[src/rtl/dma_seq_pkg.sv]
// Shared constants, types and helpers for the DMA stream sequencer.
// Assumes the five-flag layout below is fixed; the bit positions are visible at the ports.
package dma_seq_pkg;
    localparam int NUM_FLAGS  = 5;
    localparam int FLG_HALF   = 0;
    localparam int FLG_DONE   = 1;
    localparam int FLG_XERR   = 2;
    localparam int FLG_FIFO   = 3;
    localparam int FLG_DIRECT = 4;

    typedef enum logic [1:0] {SZ_BYTE = 2'd0, SZ_HALF = 2'd1, SZ_WORD = 2'd2, SZ_WIDE = 2'd3} xfer_size_e;

    typedef struct packed {
        logic pfc;
        logic circ;
        logic dbuf;
        logic mem_dst;
    } mode_t;

    // Byte step for a size code; the spare code behaves as a word.
    function automatic logic [2:0] size_step(input logic [1:0] code);
        case (xfer_size_e'(code))
            SZ_BYTE: size_step = 3'd1;
            SZ_HALF: size_step = 3'd2;
            default: size_step = 3'd4;
        endcase
    endfunction
endpackage

[src/rtl/dma_seq_addr.sv]
// Address generator for one side of a stream.
// Captures its base, alternate base, step and increment choice on load.
// On reload it returns to the base, or to the alternate base when this side
// is the double-buffered memory side and the next buffer is 1.
// Assumes load and reload never arrive in the same cycle.
module dma_seq_addr #(
    parameter int ADDR_W = 32
) (
    input  logic              clk,
    input  logic              rst_n,
    input  logic              load,
    input  logic [ADDR_W-1:0] base_in,
    input  logic [ADDR_W-1:0] alt_in,
    input  logic              inc_in,
    input  logic [1:0]        size_in,
    input  logic              dbuf_side,
    input  logic              adv,
    input  logic              reload,
    input  logic              reload_buf,
    output logic [ADDR_W-1:0] addr
);
    import dma_seq_pkg::*;

    logic [ADDR_W-1:0] base_r, alt_r;
    logic [2:0]        step_r;
    logic              inc_r;

    // Capture the per-side configuration at stream start.
    always_ff @(posedge clk) begin
        if (!rst_n) begin
            base_r <= '0;
            alt_r  <= '0;
            step_r <= 3'd0;
            inc_r  <= 1'b0;
        end else if (load) begin
            base_r <= base_in;
            alt_r  <= alt_in;
            step_r <= size_step(size_in);
            inc_r  <= inc_in;
        end
    end

    // Advance, reload or load the current address.
    always_ff @(posedge clk) begin
        if (!rst_n) begin
            addr <= '0;
        end else if (load) begin
            addr <= base_in;
        end else if (reload) begin
            addr <= (dbuf_side && reload_buf) ? alt_r : base_r;
        end else if (adv && inc_r) begin
            addr <= addr + ADDR_W'(step_r);
        end
    end

    AST_ADDR_FIXED: assert property (@(posedge clk) disable iff (!rst_n)
        (adv && !reload && !load && !inc_r) |=> addr == $past(addr));
    AST_ADDR_STEP: assert property (@(posedge clk) disable iff (!rst_n)
        (adv && !reload && !load && inc_r) |=> addr == $past(addr) + ADDR_W'($past(step_r)));
endmodule

[src/rtl/dma_seq_count.sv]
// Remaining-item counter with completion and half-point detection.
// The programmed total is kept so that circular and double-buffer passes can reload it.
// The half point fires once per pass, on the first item that leaves twice the
// remaining count at or below the total.
// Assumes adv is only raised while the stream is active.
module dma_seq_count #(
    parameter int CNT_W = 16
) (
    input  logic             clk,
    input  logic             rst_n,
    input  logic             load,
    input  logic [CNT_W-1:0] init,
    input  logic             half_en,
    input  logic             adv,
    input  logic             last_in,
    input  logic             reload,
    output logic [CNT_W-1:0] remaining,
    output logic             finish,
    output logic             half_hit
);
    logic [CNT_W-1:0] total_r;
    logic             armed_r;
    logic [CNT_W-1:0] rem_m1;

    assign rem_m1   = remaining - CNT_W'(1);
    assign finish   = adv && ((remaining == CNT_W'(1)) || last_in);
    assign half_hit = adv && half_en && armed_r && ({rem_m1, 1'b0} <= {1'b0, total_r});

    // Count items down; restore the total on load or reload.
    always_ff @(posedge clk) begin
        if (!rst_n) begin
            remaining <= '0;
            total_r   <= '0;
        end else if (load) begin
            remaining <= init;
            total_r   <= init;
        end else if (reload) begin
            remaining <= total_r;
        end else if (adv) begin
            remaining <= rem_m1;
        end
    end

    // One half-point event per pass; re-armed at the start of each pass.
    always_ff @(posedge clk) begin
        if (!rst_n)                armed_r <= 1'b0;
        else if (load || reload)   armed_r <= 1'b1;
        else if (half_hit)         armed_r <= 1'b0;
    end

    AST_CNT_STEP: assert property (@(posedge clk) disable iff (!rst_n)
        (adv && !reload && !load) |=> remaining == $past(remaining) - CNT_W'(1));
    AST_HALF_ONCE: assert property (@(posedge clk) disable iff (!rst_n)
        (half_hit && !reload) |=> !half_hit);
endmodule

[src/rtl/dma_seq_flags.sv]
// Sticky event-flag bank with per-flag clear and enable, ORed into one interrupt.
// A set beats a clear of the same bit in the same cycle.
module dma_seq_flags #(
    parameter int N = 5
) (
    input  logic         clk,
    input  logic         rst_n,
    input  logic [N-1:0] set_in,
    input  logic [N-1:0] clr_in,
    input  logic [N-1:0] en_in,
    output logic [N-1:0] flags,
    output logic         irq
);
    for (genvar gi = 0; gi < N; gi++) begin : g_flag
        // Hold one flag: set has priority over clear.
        always_ff @(posedge clk) begin
            if (!rst_n)          flags[gi] <= 1'b0;
            else if (set_in[gi]) flags[gi] <= 1'b1;
            else if (clr_in[gi]) flags[gi] <= 1'b0;
        end

        AST_FLAG_STICKY: assert property (@(posedge clk) disable iff (!rst_n)
            (flags[gi] && !clr_in[gi]) |=> flags[gi]);
        AST_SET_WINS: assert property (@(posedge clk) disable iff (!rst_n)
            set_in[gi] |=> flags[gi]);
    end

    assign irq = |(flags & en_in);
endmodule

[src/rtl/dma_stream_seq.sv]
// Top of the per-stream sequencer.
// Latches the mode on start, enables the stream, steers completion to stop or
// reload, swaps the memory buffer in double-buffer mode and feeds the flag bank.
// Assumes the bus engine raises item_done at most once per cycle, and only for
// items it actually moved.
module dma_stream_seq #(
    parameter int ADDR_W = 32,
    parameter int CNT_W  = 16
) (
    input  logic              clk,
    input  logic              rst_n,
    input  logic              go,
    input  logic [ADDR_W-1:0] cfg_src_addr,
    input  logic [ADDR_W-1:0] cfg_dst_addr,
    input  logic [ADDR_W-1:0] cfg_alt_addr,
    input  logic [CNT_W-1:0]  cfg_count,
    input  logic [1:0]        cfg_src_size,
    input  logic [1:0]        cfg_dst_size,
    input  logic              cfg_src_inc,
    input  logic              cfg_dst_inc,
    input  logic              cfg_pfc,
    input  logic              cfg_circ,
    input  logic              cfg_dbuf,
    input  logic              cfg_mem_dst,
    input  logic              item_done,
    input  logic              periph_last,
    input  logic              xfer_err,
    input  logic              fifo_err,
    input  logic              direct_err,
    input  logic [4:0]        flag_clr,
    input  logic [4:0]        irq_en,
    output logic [ADDR_W-1:0] src_addr,
    output logic [ADDR_W-1:0] dst_addr,
    output logic [CNT_W-1:0]  remaining,
    output logic              buf_sel,
    output logic              active,
    output logic [4:0]        flags,
    output logic              irq
);
    import dma_seq_pkg::*;

    localparam int NSIDE = 2;

    mode_t            mode_r;
    logic             load, adv, finish, half_hit, reload, reload_buf;
    logic [CNT_W-1:0] init_cnt;
    logic [NUM_FLAGS-1:0] flag_set;
    logic [ADDR_W-1:0]    addr_q [NSIDE];

    assign load       = go && !active && (cfg_pfc || (cfg_count != '0));
    assign init_cnt   = cfg_pfc ? '1 : cfg_count;
    assign adv        = active && item_done && !xfer_err;
    assign reload     = finish && !mode_r.pfc && (mode_r.circ || mode_r.dbuf);
    assign reload_buf = mode_r.dbuf ? ~buf_sel : buf_sel;

    // Capture the operating mode at stream start.
    always_ff @(posedge clk) begin
        if (!rst_n)    mode_r <= '0;
        else if (load) mode_r <= '{pfc: cfg_pfc, circ: cfg_circ, dbuf: cfg_dbuf, mem_dst: cfg_mem_dst};
    end

    // Stream enable: set on start, cleared by a transfer error or a final completion.
    always_ff @(posedge clk) begin
        if (!rst_n)                      active <= 1'b0;
        else if (load)                   active <= 1'b1;
        else if (active && xfer_err)     active <= 1'b0;
        else if (finish && !reload)      active <= 1'b0;
    end

    // Memory buffer index: zero at start, toggles at each double-buffer reload.
    always_ff @(posedge clk) begin
        if (!rst_n)                      buf_sel <= 1'b0;
        else if (load)                   buf_sel <= 1'b0;
        else if (reload && mode_r.dbuf)  buf_sel <= ~buf_sel;
    end

    dma_seq_count #(.CNT_W(CNT_W)) u_count (
        .clk       (clk),
        .rst_n     (rst_n),
        .load      (load),
        .init      (init_cnt),
        .half_en   (!mode_r.pfc),
        .adv       (adv),
        .last_in   (mode_r.pfc && periph_last),
        .reload    (reload),
        .remaining (remaining),
        .finish    (finish),
        .half_hit  (half_hit)
    );

    for (genvar gi = 0; gi < NSIDE; gi++) begin : g_side
        localparam bit IS_DST = (gi == 1);
        dma_seq_addr #(.ADDR_W(ADDR_W)) u_addr (
            .clk        (clk),
            .rst_n      (rst_n),
            .load       (load),
            .base_in    (IS_DST ? cfg_dst_addr : cfg_src_addr),
            .alt_in     (cfg_alt_addr),
            .inc_in     (IS_DST ? cfg_dst_inc : cfg_src_inc),
            .size_in    (IS_DST ? cfg_dst_size : cfg_src_size),
            .dbuf_side  (mode_r.dbuf && (mode_r.mem_dst == IS_DST)),
            .adv        (adv),
            .reload     (reload),
            .reload_buf (reload_buf),
            .addr       (addr_q[gi])
        );
    end

    assign src_addr = addr_q[0];
    assign dst_addr = addr_q[1];

    always_comb begin
        flag_set             = '0;
        flag_set[FLG_HALF]   = half_hit;
        flag_set[FLG_DONE]   = finish;
        flag_set[FLG_XERR]   = active && xfer_err;
        flag_set[FLG_FIFO]   = active && fifo_err;
        flag_set[FLG_DIRECT] = active && direct_err;
    end

    dma_seq_flags #(.N(NUM_FLAGS)) u_flags (
        .clk    (clk),
        .rst_n  (rst_n),
        .set_in (flag_set),
        .clr_in (flag_clr),
        .en_in  (irq_en),
        .flags  (flags),
        .irq    (irq)
    );

    AST_ERR_STOPS: assert property (@(posedge clk) disable iff (!rst_n)
        (active && xfer_err) |=> !active);
    AST_RELOAD_ACTIVE: assert property (@(posedge clk) disable iff (!rst_n)
        reload |=> active);
    AST_BUF_SWAP: assert property (@(posedge clk) disable iff (!rst_n)
        (reload && mode_r.dbuf) |=> buf_sel != $past(buf_sel));
    AST_BUSY_GO: assert property (@(posedge clk) disable iff (!rst_n)
        (active && go && !item_done && !xfer_err) |=> remaining == $past(remaining));
    AST_PFC_STOPS: assert property (@(posedge clk) disable iff (!rst_n)
        (finish && mode_r.pfc) |=> !active);
endmodule

[config.mk]
export PLATFORM = sky130hd
export DESIGN_NAME = dma_stream_seq
export DESIGN_NICKNAME = d
export VERILOG_FILES = /design/src/rtl/dma_seq_pkg.sv /design/src/rtl/dma_seq_addr.sv /design/src/rtl/dma_seq_count.sv /design/src/rtl/dma_seq_flags.sv /design/src/rtl/dma_stream_seq.sv
export SDC_FILE = /design/constraint.sdc
export NUM_CORES = 1
export LEC_CHECK = 0
export CAP_MARGIN = 20
export CORE_UTILIZATION = 54
export CTS_BUF_LIST = sky130_fd_sc_hd__clkbuf_4 sky130_fd_sc_hd__clkbuf_8
export DETAILED_ROUTE_END_ITERATION = 16
export MAX_ROUTING_LAYER = met4
export PLACE_DENSITY = 0.88
export SLEW_MARGIN = 40
export SYNTH_ARGS = -nofsm -noshare
export SYNTH_HDL_FRONTEND = slang
export SYNTH_SLANG_ARGS = --single-unit
[constraint.sdc]
create_clock -name clk -period 4.2 [get_ports clk]
set_input_delay 0.42 -clock clk [delete_from_list [all_inputs] [get_ports clk]]
set_output_delay 0.42 -clock clk [all_outputs]
set_load 0.005 [all_outputs]
==> results by group, run 1 <==
Status
  – Status: finished clean

Floorplanning
  – Top-Level Pins: 228
  – Die Ht: approximately 150 um
  – Die area: 0.02115 mm^2
  – Rows: 52
  – Initial Utilization: 0.5491
  – Die width: 145.4 um
  – Core box area: between 0.02 and 0.025 mm^2

STA
  – Final setup vio count: 0
  – RSZ-0062 raised after global routing: no
  – Max Clock Freq: roughly 0.29 GHz
  – Period minus WS final: 3.507 ns
  – Final clock skew: 0.02958 ns
  – Final Hold Fails: 0
  – Max Slew Vio Count: 0
  – Slew @ Worst Pin: 0.8135 ns
  – Setup TNS: 0 ns
  – Max-slew headroom: 0.4577
  – Crit share post-route: 0.8350

Layout
  – Fillers: about 1.5k
  – Layout cells sized above 1: 0.06577
  – # diodes: 0
  – Layout Nets: 1,783
  – Area growth syn-to-layout: 29.22%

Pwr
  – Power, Total: ~5300 uW
  – PD cells: around 370 mW/mm^2
  – Maximum vdd drop: 0.0002950 V
  – Lkg Pwr: about 0.0054 uW

Synthesis
  – Gate Count Post-Synth: 1,427
  – Post-synth EDFFs: 0
  – Most used DFF post-synth: dfxtp_1
  – Async SR Flop Fraction: 0
  – Top-count cell post-synth: nand2_1
  – #FFs+latches synth: roughly 210
  – Syn Nets: between 1.5k and 2k
  – Most instantiated cells after synthesis: nand2_1, dfxtp_1, a21oi_1, clkbuf_1, o21ai_0
  – Distinct cell type count of the synthesized netlist: 75
  – Synth top area cells: dfxtp_1, nand2_1, a21oi_1
  – YS warnings: 0
  – Synth area leader: dfxtp_1
  – Post-synthesis sequential area ratio: 0.3820
  – Synthesized area: 0.01111 mm^2
  – Avg Cell Area, Syn: 7.786 um^2
  – Share of the synthesized area in the top cell type: 0.3820

GRT
  – Pin count of the biggest net entering global routing: ~130
  – Total grt overflow: 0
  – Initial antenna violation count: 0
  – Tot GR Track Use: 0.3568
  – Vias in the first global route: approximately 11k
  – First-pass GRT wire length: roughly 59,000 um

Critical path
  – CP startpoint kind: register
  – Kind of critical path: reg -> reg
  – Crit path capture type: register
  – Crit-path max FO: 7
  – Arrival @ worst endpoint: 3.89 ns
  – Worst path required time: 4.59 ns

CTS
  – TritonCTS Buffers: 37
  – CTS tree: built
  – Worst-skew pair later-pin latency: about 0.56 ns
  – Hold buffer count at cts: 0
  – Post-cts sizing count: 0
  – Max clock buf depth: 3
  – Clock tree sinks: 212
  – H-tree depth: 2
  – Post-CTS setup buffers: 0
  – Worst-path clk slew: around 0.060 ns
  – CTS Root Cell: clkbuf_8

Routing
  – Pre-Repair DR Iteration Count: 5
  – Antenna viol nets, final: 0
  – Initial DRC count: around 1.2k
  – Vias per cell: between 6 and 7
  – Routed WL: about 38,000 um
  – DRC: 0
  – Average wire per standard cell: ~20 um
  – DR vias: 11.72k

Placed design
  – # port buffers: 227
  – Gpl congestion: between 0.9 and 1
  – HPWL Detailed: between 20,000 and 30,000 um

Run
  – Max-Cap Viols: 0

Min path
  – HP Class: in -> reg
## routing by layer
| metal | GRT usage | part of all wire |
|---|---|---|
| met1 | 0.4487 | 0.40 |
| met5 | - | 0 |
| met2 | 0.5661 | 0.47 |
| met4 | 0.1700 | 0.045 |
| met3 | 0.04984 | 0.091 |
## sequential cells by signal, indices dropped and copies added (netlist names), 4 cells and up
| signal | count |
|---|---|
| u_flags.flags | 5 |
| u_count.total_r | 16 |
| mode_r | 4 |
| u_count.remaining | 16 |
| g_side.u_addr.alt_r | 32 |
| g_side.u_addr.step_r | 6 |
| g_side.u_addr.addr | 64 |
| g_side.u_addr.base_r | 64 |
## worst paths after layout
path	startpoint	slack, ns	cells past startpoint	to
worst max-delay path	u_count.remaining[6]	0.69	11	u_count.armed_r
worst min-delay path	cfg_alt_addr[11]	0.41	3	g_side[1].u_addr.alt_r[11]
worst max register to register	u_count.remaining[6]	0.69	11	u_count.armed_r
worst min register to register	g_side[1].u_addr.base_r[19]	0.45	2	g_side[1].u_addr.base_r[19]
## cell families after synthesis
logic type	count (synthesis)	synth area share
buffers and inverters	139	0.05101
AO/OA/AOI/OAI	400	0.2132
multiplexers	63	0.05755
adder cells (fa/ha/maj)	25	0.02951
XOR/XNOR	56	0.04414
flip-flops	212	0.3820
AND/OR/NAND/NOR	532	0.2226
## stage by stage
step / cells / setup slack (ns) / hold WS, ns / area [um^2] / util
after CTS: 1912 / 0.7212 / 0.3958 / 14360 / 0.7096
after global routing: 1912 / 0.5158 / 0.4140 / 14360 / 0.7096
final: 1912 / 0.6930 / 0.4109 / 14360 / 0.7096
after floorplan: 1427 / 1.135 / 0.4312 / 11110 / -
after detailed placement: 1849 / 0.7507 / 0.4414 / 13550 / 0.6695
after global placement: 1849 / 0.9186 / 0.4384 / 13550 / 0.6695
## area by class of cell
type / count / area (um^2) / share of cell area
sequential: 212 / 4244 / 0.2956
clock inverter: 6 / 76.32 / 0.005316
tap: 270 / 337.8 / 0.02353
timing repair buffer: 248 / 2487 / 0.1732
clock buffer: 57 / 734.5 / 0.05115
multi-input combinational: 1076 / 6314 / 0.4397
inverter: 43 / 163.9 / 0.01142
## power breakdown
group	switching, uW	internal, uW	total, uW
clock network	889	1180	2070
logic	464	455	919
registers	161	2150	2310
total	1510	3780	5300
## critical path: stages, from the launching register on
cell,delay [ns]
dfxtp_1,0.38
or4_1,0.59
or3_1,0.46
nor4_1,0.30
xor2_1,0.15
ha_1,0.32
nand4_1,0.09
or3_1,0.37
o22ai_1,0.16
o211ai_1,0.15
o21ai_0,0.25
a31oi_1,0.11
## layout by cell type, fill, tap and decap left out, drive strengths merged, types with 9 or more instances in the layout
cell           netlist  routed
o31ai               10      10
nand2              287     287
nor3                33      33
dfxtp              212     212
nor4                20      20
o21ai               77      77
clkbuf              75      57
a211oi               9       9
nand4               23      23
nand2b               9       9
ha                  23      23
inv                 43      45
nor2                59      59
o211ai              15      15
and4                 9       9
xnor2               30      30
a31oi               14      14
a21oi              210     210
buf                 21      22
clkdlybuf4s50        0     226
xor2                26      26
o21a                10      10
mux2i               56      56
nand3               41      41
Power figures use the tool's default switching activity.
==> run 2: changes to the inputs <==
- CORE_UTILIZATION: 54 -> 48
- PLACE_DENSITY: 0.88 -> 0.82
- clock period: 4.2 -> 3.15 ns (I/O delays scaled with it)
==> results by group, run 2 (synthesis results as in run 1) <==
Status
  – Status: finished clean

CTS
  – Worst-skew pair later-pin latency: 0.55 ns (about the same)
  – Hold buffer count at cts: 0 (unchanged)
  – Max clock buf depth: 3 (unchanged)
  – CTS tree: built
  – Clock tree sinks: 212 (unchanged)
  – CTS Root Cell: clkbuf_8
  – H-tree depth: 2 (unchanged)
  – TritonCTS Buffers: 38 (+2.7%)
  – Worst-path clk slew: 0.06 ns (about the same)

Pwr
  – Lkg Pwr: 0.005547 uW (+2.8%)
  – PD cells: 478.9 mW/mm^2 (+30%)
  – Maximum vdd drop: 0.0003462 V (+17%)

GRT
  – Pin count of the biggest net entering global routing: 87 (-34%)
  – Initial antenna violation count: 1 (+1)
  – Total grt overflow: 0 (unchanged)
  – GR Layer Usage met3: 0.04820 (-0.001647)
  – Tot GR Track Use: 0.3283 (-0.02854)
  – Top Usage Layer GRT: met2
  – First-pass GRT wire length: 59,930 um (+2.1%)
  – Vias in the first global route: 10.98k (-0.71%)
  – Met2 GRT Util: 0.5316 (-0.03450)
  – Global routing usage on met1: 0.4122 (-0.03645)

Critical path
  – Kind of critical path: reg -> reg
  – Arrival @ worst endpoint: 3.49 ns (-0.40 ns)
  – Cell class contributing the biggest share of worst-path delay: simple AND/OR/NAND/NOR gates
  – Worst setup path startpoint: u_count.remaining[6]
  – CP Buf/Inv Count: 0 (unchanged)
  – CP startpoint kind: register
  – Crit-path max FO: 4 (-3)
  – Worst path required time: 3.55 ns (-1.04 ns)
  – Critical path capture point: u_count.armed_r
  – Crit path capture type: register
  – Crit-path cells: or4_4, or3_4, nor4_2, xor2_1, ha_1, nand4_1, or3_4, o22ai_4, o211ai_1, o21ai_1, a31oi_1
  – Slowest cell on the critical path: or4_4
  – Worst R2R Start: u_count.remaining[6]
  – R2R cell count: 11 (unchanged)
  – Max incr delay on CP: 0.54 ns (-0.05 ns)
  – Critical path depth: 11 (unchanged)
  – R2R Path End: u_count.armed_r
  – Crit path top cell by count: or3_4
  – Flop2flop setup slack: 0.05 ns (-0.64 ns)

Routing
  – Initial DRC count: 1,178 (unchanged)
  – DRC: 0 (unchanged)
  – Average wire per standard cell: 19.74 um (+0.18%)
  – DR vias: 11.72k (+0.026%)
  – Vias per cell: 5.988 (-2.3%)
  – Routed WL: 38,620 um (+2.5%)
  – Pre-Repair DR Iteration Count: 7 (+2)
  – Antenna viol nets, final: 0 (unchanged)

Layout
  – Final cell count without fillers: 1,957 (+2.4%)
  – Layout Nets: 1,814 (+1.7%)
  – Layout cells sized above 1: 0.08797 (+0.02220)
  – Most common cell after layout, fill and taps aside: nand2_1
  – Fillers: 1,911 (+26%)
  – Largest regs: g_side.u_addr.addr: 64 flops, g_side.u_addr.base_r: 64 flops, g_side.u_addr.alt_r: 32 flops
  – Area of the multi-input gates: 0.006374 mm^2 (+0.95%)
  – Area growth syn-to-layout: 31.99%
  – Most frequent cells in the layout: nand2_1, clkdlybuf4s50_1, dfxtp_1, a21oi_1, o21ai_0
  – Storage element area: 0.004245 mm^2 (about the same)

Floorplanning
  – Rows: 55 (+5.8%)
  – Die area: 0.02376 mm^2 (+12%)
  – Die width: 154.1 um (+6.0%)
  – Core box area: 0.02264 mm^2 (+12%)
  – Initial Utilization: 0.4907 (-0.05835)
  – Die Ht: 154.1 um (+6.0%)
  – Top-Level Pins: 228 (unchanged)

Placed design
  – Worst slack, placed: 0.01918 ns (-0.7315 ns)
  – Gpl congestion: 0.9771 (+4.4%)
  – # port buffers: 227 (unchanged)
  – HPWL Detailed: 27,450 um (+5.4%)
  – Cells after DPL: 1,891 (+2.3%)

STA
  – Final clock skew: 0.03091 ns (+0.001336 ns)
  – Slew @ Worst Pin: 0.6993 ns (-0.1142 ns)
  – Max Clock Freq: 0.3231 GHz (+13%)
  – Final setup vio count: 0 (unchanged)
  – PnR worst setup slack: 0.05473 ns (-0.6383 ns)
  – Max Slew Vio Count: 0 (unchanged)
  – Max-slew headroom: 0.5302 (+0.07256)
  – Final Hold Fails: 0 (unchanged)
  – Crit share post-route: 0.9826 (+0.1476)
  – Period minus WS final: 3.095 ns (-0.4117 ns)
  – RSZ-0062 raised after global routing: yes

Run
  – Max-Cap Viols: 0 (unchanged)

Min path
  – HP Class: in -> reg
## run 2: cell types whose count changed in the layout (fill, tap and decap cells not counted), sizes merged
cell / before / now
buf: 22 / 52
clkinv: 3 / 2
bufinv: 1 / 0
diode: 0 / 1
clkinvlp: 0 / 1
## run 2: power breakdown
part | internal [uW] | total (uW) | leakage, uW | switching (uW)
clock network | 1480 | 2650 | 0.000406 | 1170
registers | 2860 | 3060 | 0.00175 | 195
logic | 654 | 1310 | 0.00339 | 657
## run 2: metrics by stage
stage                     setup TNS [ns]  hold slack (ns)  cell area [um^2]  utilization  total power, uW
after global placement                 0           0.4389             13810       0.6098             4333
after CTS                              0           0.2766             14600       0.6448             6999
after floorplan                        0           0.4312             11110            -             3720
after detailed placement               0           0.4447             13810       0.6098             4355
final                                  0           0.3014             14670       0.6477             7024
after global routing            -0.03870           0.3232             14670       0.6477             7299
## run 2: worst register-to-register path, stage by stage, from the launching register on
cell and delay, ns:
dfxtp_2 0.32, or4_4 0.54, or3_4 0.45, nor4_2 0.21
xor2_1 0.14, ha_1 0.32, nand4_1 0.09, or3_4 0.39
o22ai_4 0.13, o211ai_1 0.13, o21ai_1 0.15, a31oi_1 0.09
## run 2: worst min path at each step
stage	cells past startpoint	slack [ns]	end	from
finish	3	0.30	g_side[0].u_addr.step_r[0]	rst_n
global route	3	0.32	g_side[1].u_addr.alt_r[18]	cfg_alt_addr[18]
CTS	3	0.28	g_side[0].u_addr.step_r[0]	rst_n
detailed placement	2	0.44	g_side[1].u_addr.base_r[21]	g_side[1].u_addr.base_r[21]
global placement	2	0.44	g_side[1].u_addr.base_r[21]	g_side[1].u_addr.base_r[21]
floorplan	2	0.43	g_side[1].u_addr.base_r[19]	g_side[1].u_addr.base_r[19]
## run 2: final cells by class
type / count / area share
repair buffers: 278 / 0.1878
flip-flops and latches: 212 / 0.2895
diodes: 1 / 0.0001706
clock inverters: 5 / 0.002389
multi-input cells: 1076 / 0.4346
clock buffers: 57 / 0.05008
inverters: 43 / 0.01118
well taps: 285 / 0.02432
## run 2: timing repair
item                                   in CTS  in global routing
buffers inserted                            0                  3
setup endpoints to repair                   1                  2
endpoints found under the hold margin       0                  0
resized for setup                           4                 10
pin swaps                                   0                  6
cloned                                      0                  0
## run 2: layer usage
metal,part of all wire,routed length [um]
met1,0.40,15280
met5,0,0
met4,0.036,1392
met3,0.095,3657
met2,0.47,18290
==> run 3: changes to the inputs <==
- CELL_PAD_IN_SITES_DETAIL_PLACEMENT: unset -> 1
- CELL_PAD_IN_SITES_GLOBAL_PLACEMENT: unset -> 1
- CORE_UTILIZATION: 48 -> 34
- CTS_BUF_LIST: sky130_fd_sc_hd__clkbuf_4 sky130_fd_sc_hd__clkbuf_8 -> sky130_fd_sc_hd__clkbuf_4 sky130_fd_sc_hd__clkbuf_8 sky130_fd_sc_hd__clkbuf_16
- PLACE_DENSITY: 0.82 -> 0.81
- SKIP_CTS_REPAIR_TIMING: unset -> 1
==> results by group, run 3 (synthesis results as in run 1) <==
GRT
  – Total grt overflow: 0 (unchanged)
  – Vias in the first global route: 12.01k (+9.4%)
  – First-pass GRT wire length: 68,190 um (+14%)
  – Tot GR Track Use: 0.2674 (-0.06088)
  – Pin count of the biggest net entering global routing: 73 (-16%)
  – Initial antenna violation count: 0 (-1)

Status
  – Status: finished clean

Critical path
  – Crit-path cells: or4_4, or3_4, buf_6, nor2_4, xor2_1, ha_1, nand4_1, or3_1, o22ai_2, o211ai_1, o21ai_1, a31oi_1
  – Worst R2R Start: u_count.remaining[6]
  – Worst path required time: 3.55 ns (about the same)
  – Max incr delay on CP: 0.54 ns (about the same)
  – R2R cell count: 12 (+1)
  – Worst setup path startpoint: u_count.remaining[6]
  – CP startpoint kind: register
  – Arrival @ worst endpoint: 3.40 ns (-0.09 ns)
  – Crit-path max FO: 4 (unchanged)
  – Critical path depth: 12 (+1)
  – Cell class contributing the biggest share of worst-path delay: simple AND/OR/NAND/NOR gates
  – Flop2flop setup slack: 0.15 ns (+0.09 ns)
  – Slowest cell on the critical path: or4_4
  – Crit path capture type: register
  – CP Buf/Inv Count: 1 (+1)
  – Kind of critical path: reg -> reg

Min path
  – Worst hold stages: 2 (-1)
  – Worst Hold Launch: rst_n
  – HP Class: in -> reg

CTS
  – TritonCTS Buffers: 25 (-34%)
  – CTS Root Cell: clkbuf_16
  – Clock tree sinks: 212 (unchanged)
  – Worst-path clk slew: 0.06 ns (about the same)
  – CTS tree: built
  – Max clock buf depth: 3 (unchanged)
  – Worst-skew pair later-pin latency: 0.54 ns (about the same)
  – H-tree depth: 1 (-1)

STA
  – Min Hold Slack: 0.3228 ns (+0.02133 ns)
  – Final Hold Fails: 0 (unchanged)
  – Slew @ Worst Pin: 0.6657 ns (-0.03356 ns)
  – Final clock skew: 0.01091 ns (-0.02001 ns)
  – Max Slew Vio Count: 0 (unchanged)
  – Max-slew headroom: 0.5548 (+0.02462)
  – Final setup vio count: 0 (unchanged)
  – Max Clock Freq: 0.3331 GHz (+3.1%)
  – Crit share post-route: 0.9530 (-0.02966)
  – Period minus WS final: 3.002 ns (-0.09341 ns)
  – Setup TNS: 0 ns (unchanged)

Floorplanning
  – Top-Level Pins: 228 (unchanged)
  – Die Ht: 182.8 um (+19%)
  – Die width: 182.8 um (+19%)
  – Initial Utilization: 0.3485 (-0.1422)
  – Rows: 65 (+18%)
  – Die area: 0.03340 mm^2 (+41%)
  – Core box area: 0.03188 mm^2 (+41%)

Routing
  – DRC: 0 (unchanged)
  – Antenna viol nets, final: 0 (unchanged)
  – Average wire per standard cell: 20.95 um (+6.2%)
  – Initial DRC count: 663 (-44%)
  – DR vias: 11.59k (-1.1%)
  – Vias per cell: 5.538 (-7.5%)
  – Routed WL: 43,850 um (+14%)
  – Pre-Repair DR Iteration Count: 4 (-3)

Pwr
  – Sw Share: 0.2811 (-0.006881)
  – Clock share of power: 0.410 (+0.032)
  – PD cells: 498.9 mW/mm^2 (+4.2%)
  – Seq pwr share: 0.411 (-0.024)
  – Power, Total: 7469 uW (+6.3%)
  – Lkg Pwr: 0.005597 uW (+0.89%)
  – Power Internal: 5369 uW (+7.4%)
  – Sw Pwr: 2100 uW (+3.8%)
  – Logic gate share of total power: 0.179 (-0.008)
  – Maximum vdd drop: 0.0003699 V (+6.8%)

Placed design
  – Gpl congestion: 0.8841 (-9.5%)
  – HPWL Detailed: 32,120 um (+17%)
  – Cells after DPL: 2,048 (+8.3%)
  – # port buffers: 227 (unchanged)

Layout
  – Layout cells sized above 1: 0.08022 (-0.007754)
  – Area growth syn-to-layout: 34.74%
  – Final Util: 0.4696 (-0.1782)
  – Final cell count without fillers: 2,093 (+6.9%)
  – Area of the multi-input gates: 0.006371 mm^2 (about the same)
  – Largest regs: g_side.u_addr.addr: 64 flops, g_side.u_addr.base_r: 64 flops, g_side.u_addr.alt_r: 32 flops
  – Most common cell after layout, fill and taps aside: nand2_1
  – Storage element area: 0.004244 mm^2 (about the same)
  – Layout Nets: 1,806 (-0.44%)
  – Most frequent cells in the layout: nand2_1, clkdlybuf4s50_1, dfxtp_1, a21oi_1, o21ai_0
  – # diodes: 0 (-1)
  – Fillers: 3,861 (+100%)

Run
  – Max-Cap Viols: 0 (unchanged)
-- run 3: changes by cell type in the layout (fill, tap and decap cells not counted), sizes merged --
cell    change
buf         +5
diode       -1
clkbuf     -19
bufinv      +2
clkinv      -1
-- run 3: layout make-up --
| type | count | share of cell area |
|---|---|---|
| clock inverters | 6 | 0.006770 |
| clock buffers | 38 | 0.05123 |
| inverters | 43 | 0.01095 |
| repair buffers | 283 | 0.1856 |
| well taps | 435 | 0.03636 |
| flip-flops and latches | 212 | 0.2835 |
| multi-input cells | 1076 | 0.4256 |
-- run 3: stage by stage --
| step | worst slack [ns] | cell area, um^2 |
|---|---|---|
| after global placement | 0.06877 | 14030 |
| after floorplan | 0.08461 | 11110 |
| after detailed placement | -0.02618 | 14030 |
| after CTS | -0.05316 | 14900 |
| final | 0.1481 | 14970 |
| after global routing | -0.01719 | 14970 |
-- run 3: worst reg2reg max path: stages, from the launching register on --
cell	delay, ns
dfxtp_1	0.31
or4_4	0.54
or3_4	0.44
buf_6	0.15
nor2_4	0.07
xor2_1	0.08
ha_1	0.34
nand4_1	0.08
or3_1	0.32
o22ai_2	0.14
o211ai_1	0.12
o21ai_1	0.15
a31oi_1	0.11
-- run 3: per-layer routing --
layer,routed length [um],part of all wire,global-route usage
met1,19400,0.44,0.3432
met2,21180,0.48,0.4458
met3,1951,0.044,0.02323
met4,1319,0.030,0.08367
met5,0,0,-
-- run 3: worst paths after layout --
path,to
min,g_side[1].u_addr.addr[31]
min reg2reg,g_side[0].u_addr.base_r[20]
max reg2reg,u_count.armed_r
max,u_count.armed_r
-- run 3: power by group through the flow --
stage / Combinational (uW) / Sequential, uW / Clock (uW)
final: 1340 / 3070 / 3060
after global routing: 1460 / 3090 / 3220
after CTS: 1320 / 3060 / 3090
after floorplan: 673 / 3050 / 0
after detailed placement: 1300 / 3120 / 0
after global placement: 1270 / 3110 / 0
